`src/rtl/fuse_seq_pkg.sv`:
```
package fuse_seq_pkg;

  typedef enum logic [1:0] {
    OP_READ  = 2'd0,
    OP_PROG  = 2'd1,
    OP_SCRUB = 2'd2
  } fuse_op_e;

  typedef enum logic [3:0] {
    ST_IDLE   = 4'd0,
    ST_PRE_WT = 4'd1,
    ST_PICK   = 4'd2,
    ST_CHK_WT = 4'd3,
    ST_PRG_WT = 4'd4,
    ST_VER_WT = 4'd5,
    ST_SCR_WT = 4'd6,
    ST_DONE   = 4'd7
  } seq_state_e;

  localparam logic [7:0] SCRUB_VALUE = 8'h01;

endpackage

```
`src/rtl/fuse_rst_sync.sv`:
```
module fuse_rst_sync (
  input  logic clk,
  input  logic rst_n,
  output logic rst_n_sync
);
  logic [1:0] sync_q;

  always_ff @(posedge clk or negedge rst_n) begin
    if (!rst_n) sync_q <= 2'b00;
    else        sync_q <= {sync_q[0], 1'b1};
  end

  assign rst_n_sync = sync_q[1];
endmodule

```
`src/rtl/fuse_pulse_ctr.sv`:
```
module fuse_pulse_ctr #(
  parameter int MIN_PULSES = 4,
  parameter int MAX_PULSES = 20
) (
  input  logic                              clk,
  input  logic                              rst_n,
  input  logic                              clr,
  input  logic                              inc,
  output logic [$clog2(MAX_PULSES+1)-1:0]   count,
  output logic                              reach_min,
  output logic                              at_max
);
  localparam int CW = $clog2(MAX_PULSES + 1);

  logic [CW-1:0] cnt_q;
  logic [CW-1:0] cnt_d;
  logic          cnt_en;

  always_comb begin
    cnt_en = clr | inc;
    cnt_d  = clr ? '0 : cnt_q + CW'(1);
  end

  always_ff @(posedge clk or negedge rst_n) begin
    if (!rst_n)      cnt_q <= '0;
    else if (cnt_en) cnt_q <= cnt_d;
  end

  assign count     = cnt_q;
  // The pulse now completing is at least the MIN_PULSES-th one.
  assign reach_min = (cnt_q >= CW'(MIN_PULSES - 1));
  assign at_max    = (cnt_q >= CW'(MAX_PULSES));
endmodule

```
`src/rtl/fuse_bit_pick.sv`:
```
module fuse_bit_pick #(
  parameter int WIDTH = 8
) (
  input  logic [WIDTH-1:0]         mask,
  output logic                     found,
  output logic [$clog2(WIDTH)-1:0] index
);
  localparam int IW = $clog2(WIDTH);

  always_comb begin
    found = 1'b0;
    index = '0;
    for (int i = WIDTH - 1; i >= 0; i--) begin
      if (mask[i]) begin
        found = 1'b1;
        index = IW'(i);
      end
    end
  end
endmodule

```
`src/rtl/fuse_prog_seq.sv`:
```
module fuse_prog_seq
  import fuse_seq_pkg::*;
#(
  parameter int ARRAY_BYTES = 1024,
  parameter int REQ_AW      = 16,
  parameter int MIN_PULSES  = 4,
  parameter int MAX_PULSES  = 20,
  parameter int ARR_AW      = $clog2(ARRAY_BYTES)
) (
  input  logic              clk,
  input  logic              rst_n,
  input  logic              req_valid,
  input  logic [REQ_AW-1:0] req_addr,
  input  logic [7:0]        req_value,
  output logic              busy,
  output logic              done,
  output logic              error,
  output logic              cmd_valid,
  output logic [1:0]        cmd_op,
  output logic [ARR_AW-1:0] cmd_addr,
  output logic [2:0]        cmd_bit,
  output logic [7:0]        cmd_wdata,
  input  logic              cmd_done,
  input  logic [7:0]        cmd_rdata
);
  localparam int CW = $clog2(MAX_PULSES + 1);

  logic rst_ns;

  seq_state_e        state_q, state_d;
  logic [ARR_AW-1:0] addr_q, addr_d;
  logic [7:0]        val_q, val_d;
  logic [7:0]        remain_q, remain_d;
  logic [2:0]        bit_q, bit_d;
  logic              err_q, err_d;
  logic              cvalid_q, cvalid_d;
  fuse_op_e          cop_q, cop_d;

  logic          ctr_clr, ctr_inc;
  logic [CW-1:0] ctr_count;
  logic          ctr_min, ctr_max;
  logic          pick_found;
  logic [2:0]    pick_idx;
  logic          addr_ok;

  fuse_rst_sync u_rst (
    .clk        (clk),
    .rst_n      (rst_n),
    .rst_n_sync (rst_ns)
  );

  fuse_pulse_ctr #(
    .MIN_PULSES (MIN_PULSES),
    .MAX_PULSES (MAX_PULSES)
  ) u_ctr (
    .clk       (clk),
    .rst_n     (rst_ns),
    .clr       (ctr_clr),
    .inc       (ctr_inc),
    .count     (ctr_count),
    .reach_min (ctr_min),
    .at_max    (ctr_max)
  );

  fuse_bit_pick #(.WIDTH(8)) u_pick (
    .mask  (remain_q),
    .found (pick_found),
    .index (pick_idx)
  );

  assign addr_ok = ({16'd0, req_addr} < (16 + REQ_AW)'(ARRAY_BYTES));

  // Next-state logic
  always_comb begin
    state_d  = state_q;
    addr_d   = addr_q;
    val_d    = val_q;
    remain_d = remain_q;
    bit_d    = bit_q;
    err_d    = err_q;
    cvalid_d = 1'b0;
    cop_d    = cop_q;
    ctr_clr  = 1'b0;
    ctr_inc  = 1'b0;

    unique case (state_q)
      ST_IDLE: begin
        if (req_valid) begin
          if (!addr_ok) begin
            err_d   = 1'b1;
            state_d = ST_DONE;
          end else begin
            addr_d   = req_addr[ARR_AW-1:0];
            val_d    = req_value;
            err_d    = 1'b0;
            cvalid_d = 1'b1;
            cop_d    = OP_READ;
            state_d  = ST_PRE_WT;
          end
        end
      end

      ST_PRE_WT: begin
        if (cmd_done) begin
          if ((val_q & ~cmd_rdata) == 8'h00) begin
            state_d = ST_DONE;
          end else begin
            remain_d = val_q;
            state_d  = ST_PICK;
          end
        end
      end

      ST_PICK: begin
        if (pick_found) begin
          bit_d    = pick_idx;
          remain_d = remain_q & ~(8'h01 << pick_idx);
          cvalid_d = 1'b1;
          cop_d    = OP_READ;
          state_d  = ST_CHK_WT;
        end else begin
          state_d = ST_DONE;
        end
      end

      ST_CHK_WT: begin
        if (cmd_done) begin
          if (cmd_rdata[bit_q]) begin
            state_d = ST_PICK;
          end else begin
            ctr_clr  = 1'b1;
            cvalid_d = 1'b1;
            cop_d    = OP_PROG;
            state_d  = ST_PRG_WT;
          end
        end
      end

      ST_PRG_WT: begin
        if (cmd_done) begin
          ctr_inc  = 1'b1;
          cvalid_d = 1'b1;
          if (ctr_min) begin
            cop_d   = OP_READ;
            state_d = ST_VER_WT;
          end else begin
            cop_d   = OP_PROG;
            state_d = ST_PRG_WT;
          end
        end
      end

      ST_VER_WT: begin
        if (cmd_done) begin
          cvalid_d = 1'b1;
          if (cmd_rdata[bit_q]) begin
            cop_d   = OP_SCRUB;
            state_d = ST_SCR_WT;
          end else if (ctr_max) begin
            err_d   = 1'b1;
            cop_d   = OP_SCRUB;
            state_d = ST_SCR_WT;
          end else begin
            cop_d   = OP_PROG;
            state_d = ST_PRG_WT;
          end
        end
      end

      ST_SCR_WT: begin
        if (cmd_done) state_d = ST_PICK;
      end

      ST_DONE: begin
        state_d = ST_IDLE;
      end

      default: state_d = ST_IDLE;
    endcase
  end

  // Registers
  always_ff @(posedge clk or negedge rst_ns) begin
    if (!rst_ns) begin
      state_q  <= ST_IDLE;
      addr_q   <= '0;
      val_q    <= '0;
      remain_q <= '0;
      bit_q    <= '0;
      err_q    <= 1'b0;
      cvalid_q <= 1'b0;
      cop_q    <= OP_READ;
    end else begin
      state_q  <= state_d;
      cvalid_q <= cvalid_d;
      err_q    <= err_d;
      if (state_q == ST_IDLE)  addr_q   <= addr_d;
      if (state_q == ST_IDLE)  val_q    <= val_d;
      if (state_q == ST_PICK || state_q == ST_PRE_WT) remain_q <= remain_d;
      if (state_q == ST_PICK)  bit_q    <= bit_d;
      if (cvalid_d)            cop_q    <= cop_d;
    end
  end

  assign busy      = (state_q != ST_IDLE) && (state_q != ST_DONE);
  assign done      = (state_q == ST_DONE);
  assign error     = err_q;
  assign cmd_valid = cvalid_q;
  assign cmd_op    = cop_q;
  assign cmd_addr  = addr_q;
  assign cmd_bit   = bit_q;
  assign cmd_wdata = (cop_q == OP_SCRUB) ? SCRUB_VALUE : 8'h00;

endmodule

```
`config.mk`:
```
export PLATFORM = sky130hd
export DESIGN_NAME = fuse_prog_seq
export DESIGN_NICKNAME = d
export VERILOG_FILES = /design/src/rtl/fuse_seq_pkg.sv /design/src/rtl/fuse_rst_sync.sv /design/src/rtl/fuse_pulse_ctr.sv /design/src/rtl/fuse_bit_pick.sv /design/src/rtl/fuse_prog_seq.sv
export SDC_FILE = /design/constraint.sdc
export NUM_CORES = 1
export LEC_CHECK = 0
export BUFFER_PORTS_ARGS = -buffer_cell sky130_fd_sc_hd__buf_2
export CAP_MARGIN = 40
export CELL_PAD_IN_SITES_DETAIL_PLACEMENT = 0
export CELL_PAD_IN_SITES_GLOBAL_PLACEMENT = 1
export CORE_ASPECT_RATIO = 0.5
export CORE_UTILIZATION = 40
export DETAILED_ROUTE_END_ITERATION = 12
export PLACE_DENSITY = 0.87
export REMOVE_ABC_BUFFERS = 1
export SLEW_MARGIN = 40
export SYNTH_ARGS = -nofsm -noshare
export SYNTH_HDL_FRONTEND = slang
export SYNTH_HIERARCHICAL = 1
export SYNTH_SLANG_ARGS = --single-unit
export TNS_END_PERCENT = 20
```
`constraint.sdc`:
```
create_clock -name clk -period 1.94 [get_ports clk]
set_clock_uncertainty 0.15 [all_clocks]
set_input_delay 0.388 -clock clk [delete_from_list [all_inputs] [get_ports clk]]
set_output_delay 0.388 -clock clk [all_outputs]
set_load 0.01 [all_outputs]
```
### Word-level counts from Yosys, hierarchy flattened

Index checks and enable logic that the tools add are counted.

* add/subtract/negate cells: 1
* $lt $le $gt $ge: 4
* eq/ne operators: 21
* shift operators: 1
* mux-type cells: 64
* bitwise logic cells: 5
* reduce and logical (&&, ||, !) cells: 15

Operator list (count)
* 3-bit 2-to-1 mux: 12
* 4-bit one-hot mux with 7 select lines: 1
* 1-bit 2-to-1 mux: 25
* 4-bit 2-to-1 mux: 6
* 8-bit 2-to-1 mux: 3
* 2-bit inequality test, second input constant: 12
* 2-bit 2-to-1 mux: 11
* 8-bit bitwise AND: 2
* 4-bit by 3-bit equality test with 1-bit output, second input constant: 4
* 16-bit by 11-bit < comparator with 1-bit output, second input constant: 1
* 8-bit NOT: 2
* 8-bit one-hot mux with 2 select lines: 1
* 2-bit one-hot mux with 5 select lines: 1
* 5-bit AND reduction: 2
* 9-bit AND reduction: 1
* 4-bit by 2-bit equality test with 1-bit output, second input constant: 2
* 8-bit logical NOT: 1
* 1-bit by 3-bit left shift with 8-bit output, first input constant: 1
* 6-bit AND reduction: 1
* 5-bit by 1-bit adder with 5-bit output, second input constant: 1
* 5-bit by 2-bit >= comparator with 1-bit output, second input constant: 1
* 5-bit >= comparator, second input constant: 1
* 5-bit 2-to-1 mux: 1
* 5-bit nonzero test: 1
* other kinds (16): 17

* flip-flop bits (word level): 44
* input bits: 36
* output and inout port bits: 27
* word-level logic and storage cells: 121

### Longest topological paths before layout

* depth in word-level cells: 13
* depth in mapped cells: 7
* depth with buffers taken out: 7

### Hierarchy

Netlist, hierarchy kept.

By module, submodules not included
* fuse_prog_seq: times used 1, cells each 180, area an instance 1963.1 µm², sequential area each 900.9 µm²
* fuse_pulse_ctr: times used 1, cells each 28, area an instance 291.5 µm², sequential area each 125.1 µm²
* fuse_bit_pick: times used 1, cells each 13, area an instance 80.1 µm², sequential area each 0.0 µm²
* fuse_rst_sync: times used 1, cells each 3, area an instance 53.8 µm², sequential area each 50.0 µm²

### Worst setup path before layout

OpenSTA, ideal clock, no wires.

* kind: register to register
* from: reg bit_q[0] (netlist: cmd_bit[0])
* to: reg u_ctr.cnt_q[3] (netlist: u_ctr/count[3])
* library setup time: 0.128 ns
* arrival time: 2.185 ns
* data required time: 1.662 ns
* slack: -0.523 ns
* stages on the path, launching flop included: 7
* buffers on the path: 0
* period minus slack after synthesis: 2.463 ns
* cells stage by stage: dfrtp_1 mux2_2 nor3b_1 nor4_2 nor3_1 nor2b_1 mux2_1

* longest elaborated chain between the ends: 6
* elaborated cells on any way between the ends: 7
* classes of those cells: mux (6); bitwise (1)

Ends and longest elaborated chain
* from (decl): line fuse_prog_seq.sv:34 `logic [2:0] bit_q, bit_d;`
* from (signal assigned): line fuse_prog_seq.sv:200 `if (state_q == ST_PICK) bit_q <= bit_d;`
* 1-bit binary-select mux with 3-bit select (*): line fuse_prog_seq.sv:128 `if (cmd_rdata[bit_q]) begin`
* 1-bit 2-to-1 mux (not written as such) (*): line fuse_prog_seq.sv:128
* 1-bit 2-to-1 mux (*): line fuse_prog_seq.sv:128
* 1-bit 2-to-1 mux (*): line fuse_prog_seq.sv:127 `if (cmd_done) begin`
* 1-bit 2-to-1 mux (*): line fuse_prog_seq.sv:86 `unique case (state_q)`
* named net ctr_clr: line fuse_prog_seq.sv:39 `logic ctr_clr, ctr_inc;`
* 5-bit 2-to-1 mux / 1-bit OR (equally long branches): line fuse_pulse_ctr.sv:21, fuse_pulse_ctr.sv:20
* to (signal assigned): line fuse_pulse_ctr.sv:26 `else if (cnt_en) cnt_q <= cnt_d;`
* to (decl): line fuse_pulse_ctr.sv:15 `logic [CW-1:0] cnt_q;`

Mark *: on every way through the listed nets, which the timed path passes. The rest lies on a longest branch. The select of a mux whose other input is x is not followed.
A chain may end at the register's enable or synchronous reset.

### Final worst setup path

* from: in req_addr[13]
* to: reg val_q[0]

* longest elaborated chain between the ends: 2

Ends and longest elaborated chain
* from (decl): line fuse_prog_seq.sv:13 `input logic [REQ_AW-1:0] req_addr,`
* 16-bit by 11-bit < comparator with 1-bit output: line fuse_prog_seq.sv:71 `assign addr_ok = ({16'd0, req_addr} < (16 + REQ_AW)'(ARRAY_BYTES));`
* 3-bit AND reduction (no line)
* to (signal assigned): line fuse_prog_seq.sv:198 `if (state_q == ST_IDLE) val_q <= val_d;`
* to (decl): line fuse_prog_seq.sv:32 `logic [7:0] val_q, val_d;`

Every way passes these cells.

==> results_dict.tcl <==
set metrics [dict create \
    status "finished with violations" \
    violations "design-rule violations, negative setup slack" \
    detail_route.wirelength_um 6500 \
    finalSetupTns_ns -2.87 \
    routedWlPerCell_um 16.6 \
    yosys_cell_types 50 \
    routed.top_layer "met4" \
    routed-wl-met2_um 3250 \
    port-buffer-count 55 \
    drt_iter0_markers 174 \
    power_per_cell_area_nw_per_um2 1080 \
    timing.final.crit_period_ns 2.08 \
    syn_area_um2 2390 \
    critical_path.max_fanout 9 \
    cp-start-kind "input port" \
    synth-edff-count 0 \
    drv.max_cap_violation_count 0 \
    core_area_um2 5610 \
    detail_route.drc_violations 5 \
    preCtsSetupSlack_ns -0.315 \
    met3_routed_wirelength_um 288 \
    ir_worst_vdd_v 0.000436 \
    crit_required_ns 1.96 \
    htree_num_levels 2 \
    timing.critical_path.slowest_stage_cell "sky130_fd_sc_hd__or4_4" \
    synth_cells 224 \
    final_instance_count_excl_fillers 392 \
    fin_worst_hold_slack_ns 0.154 \
    clk-insertion-delay-late_ns 0.28 \
    ports_placed_on_the_boundary 63 \
    count_of_endpoints_failing_hold_in_the_final_timing_report 0 \
    ys_seq_area_frac 0.450 \
    worst_path_dominant_cell_family "simple AND/OR/NAND/NOR gates" \
    cts-buffers-inserted 5 \
    worst_slew_pin_slew_ns 0.512 \
    syn-mean-instance-area_um2 10.7 \
    cts_num_sinks 43 \
    grt_overflow_total 0 \
    regArea_um2 1080 \
    timing_max_transition_violations_final 0 \
    r2r_start "cmd_bit[0]$_DFFE_PN0P_" \
    grt_setup_unrepaired "yes" \
    cts.path.max_buffers 2 \
    total_leakage_power_nw 1.69 \
    clockRootBuffer "sky130_fd_sc_hd__clkbuf_16" \
    viasPerCell 5.53 \
    timing.setup.critical_path_class "in -> reg" \
    post-route-cell-area_um2 3340 \
    placed_area_um2 2980 \
    initial_standard_cell_utilization_of_the_core 0.426 \
    postLayoutSetupSlackWorst_ns -0.139 \
    detailroute.via_count 2169 \
    finalNetCount 356 \
    cpPeakStageDelay_ns 0.60 \
    dp.final_hpwl_um 4260 \
    worstPathCellList "buf_6 -> or4_4 -> or4_4 -> buf_12 -> mux2_4" \
    die_width_um 111 \
    die_area_um2 6300 \
    drive_above_1_share 0.483 \
    grt_pass1_wl_um 9890 \
    multi_input_logic_area_um2 1300 \
    antenna-diode-count 0 \
    total_power_mw 3.61 \
    holdCritPathClass "reg -> async" \
    critical-path-top-cell-by-count "sky130_fd_sc_hd__or4_4" \
    ys_async_sr_fraction 1.00 \
    crit_path_start "req_addr[13]" \
    max_slew_margin 0.656 \
    first_global_vias 2114 \
    layout-area-overhead-vs-synth_pct 40.0 \
    cp-end-kind "flip-flop" \
    met1Wirelength_um 2800 \
    layout_commonest_cell "sky130_fd_sc_hd__buf_2" \
    finalCoreUtilization 0.596 \
    critical_path.n_buffers_inverters 2 \
    clk_pin_slew_worst_paths_ns 0.06 \
    synthesis.yosys.warnings 6 \
    gp_routability_congestion 0.804 \
    tritoncts "done" \
    synthFlopType "sky130_fd_sc_hd__dfrtp_1" \
    mostFrequentLayoutCells "sky130_fd_sc_hd__buf_2 (54), sky130_fd_sc_hd__dfrtp_1 (40), sky130_fd_sc_hd__buf_4 (37)" \
    grt_max_degree 42 \
    setup_viol_count_final 32 \
    ys_ff_latch 43 \
    drtPass1Iterations 8 \
    maxClockFrequency_mhz 481 \
    dp_cells 381 \
    layout_worst_path_cycle_share 1.07 \
    placementRows 19 \
    track_usage 0.201 \
    ant_nets 0 \
    die_ht_um 56.6 \
    grt_antenna_before_repair 0 \
    nFillCells 449 \
    crit_arrival_ns 2.09 \
]
## report_power, final
group | leakage [nW] | total, mW | internal [mW] | switching (mW)
combinational | 1.03 | 1.48 | 0.681 | 0.795
sequential | 0.570 | 1.16 | 1.04 | 0.114
clock | 0.0868 | 0.975 | 0.640 | 0.335
total | 1.69 | 3.61 | 2.37 | 1.24
## area by class of cell
class	count	area share
Clock buffer	6	0.0415
Clock inverter	2	0.0105
Inverter	17	0.0191
Multi-Input combinational cell	154	0.388
Sequential cell	43	0.323
Tap cell	73	0.0273
Timing Repair Buffer	97	0.190
## worst reg2reg max path, cell delays in order, from the launching register on
cell	delay, ns
sky130_fd_sc_hd__dfrtp_2	0.48
sky130_fd_sc_hd__mux2_4	0.35
sky130_fd_sc_hd__nor3b_4	0.24
sky130_fd_sc_hd__nor4_4	0.09
sky130_fd_sc_hd__nor3_4	0.25
sky130_fd_sc_hd__nor2b_1	0.08
sky130_fd_sc_hd__mux2_4	0.26
## synth_stat cells (5+ instances only)
cell	instances	area (um^2)
sky130_fd_sc_hd__dfrtp_1	43	1080
sky130_fd_sc_hd__a221o_1	8	80.1
sky130_fd_sc_hd__nand2_1	13	48.8
sky130_fd_sc_hd__inv_1	17	63.8
sky130_fd_sc_hd__mux2_2	11	124
sky130_fd_sc_hd__o22ai_1	5	31.3
sky130_fd_sc_hd__clkbuf_1	5	18.8
sky130_fd_sc_hd__o311a_1	8	80.1
sky130_fd_sc_hd__a21oi_1	6	30.0
sky130_fd_sc_hd__nor2b_1	8	50.1
sky130_fd_sc_hd__o21ai_0	6	30.0
sky130_fd_sc_hd__buf_4	8	60.1
sky130_fd_sc_hd__nor2_1	16	60.1
sky130_fd_sc_hd__mux2_4	10	150
## cell families (layout without fill, tap and decap cells)
family | Yosys count | in the layout | share of synthesized area
compound gates | 54 | 54 | 0.178
xor+xnor | 1 | 1 | 0.00367
fa+ha+maj | 2 | 2 | 0.0105
buf+inv | 33 | 122 | 0.0739
flops | 43 | 43 | 0.450
mux | 25 | 25 | 0.132
other cells | 2 | 8 | 0.00314
simple gates | 64 | 64 | 0.149
## worst paths after layout
check,endpoint,slack [ns],cells past startpoint
hold reg to reg,val_q[5]$_DFFE_PN0P_,0.15,1
min in group clk,val_q[1]$_DFFE_PN0P_,0.18,2
setup / recovery,val_q[0]$_DFFE_PN0P_,-0.14,5
setup reg to reg,u_ctr/count[4]$_DFFE_PN0P_,-0.07,6
hold / removal,val_q[5]$_DFFE_PN0P_,0.15,1
max in group asynchronous,remain_q[2]$_DFFE_PN0P_,1.09,1
## state kept, by name, indices dropped and copies added, names as in the netlist
signal and flops:
u_rst/sync_q 2, cmd_valid 1, cmd_op 2, cmd_addr 10
val_q 8, remain_q 8, error 1, state_q 3
cmd_bit 3, u_ctr/count 5
## what timing repair did
| item | in CTS | in global routing |
|---|---|---|
| setup buffers | 2 | 0 |
| resized for setup | 26 | 6 |
| cloned | 0 | 1 |
| hold buffers | 1 | 0 |
| endpoints found under the hold margin | 2 | 0 |
| setup endpoints to repair | 37 | 33 |
| pin swaps | 7 | 2 |
## routing by layer
layer,global-route usage,up-vias
met3,0.0410,18
met5,0,-
li1,-,998
met4,0.0560,0
met2,0.344,79
met1,0.260,1074
No activity file was read; power rests on OpenSTA's default activity.
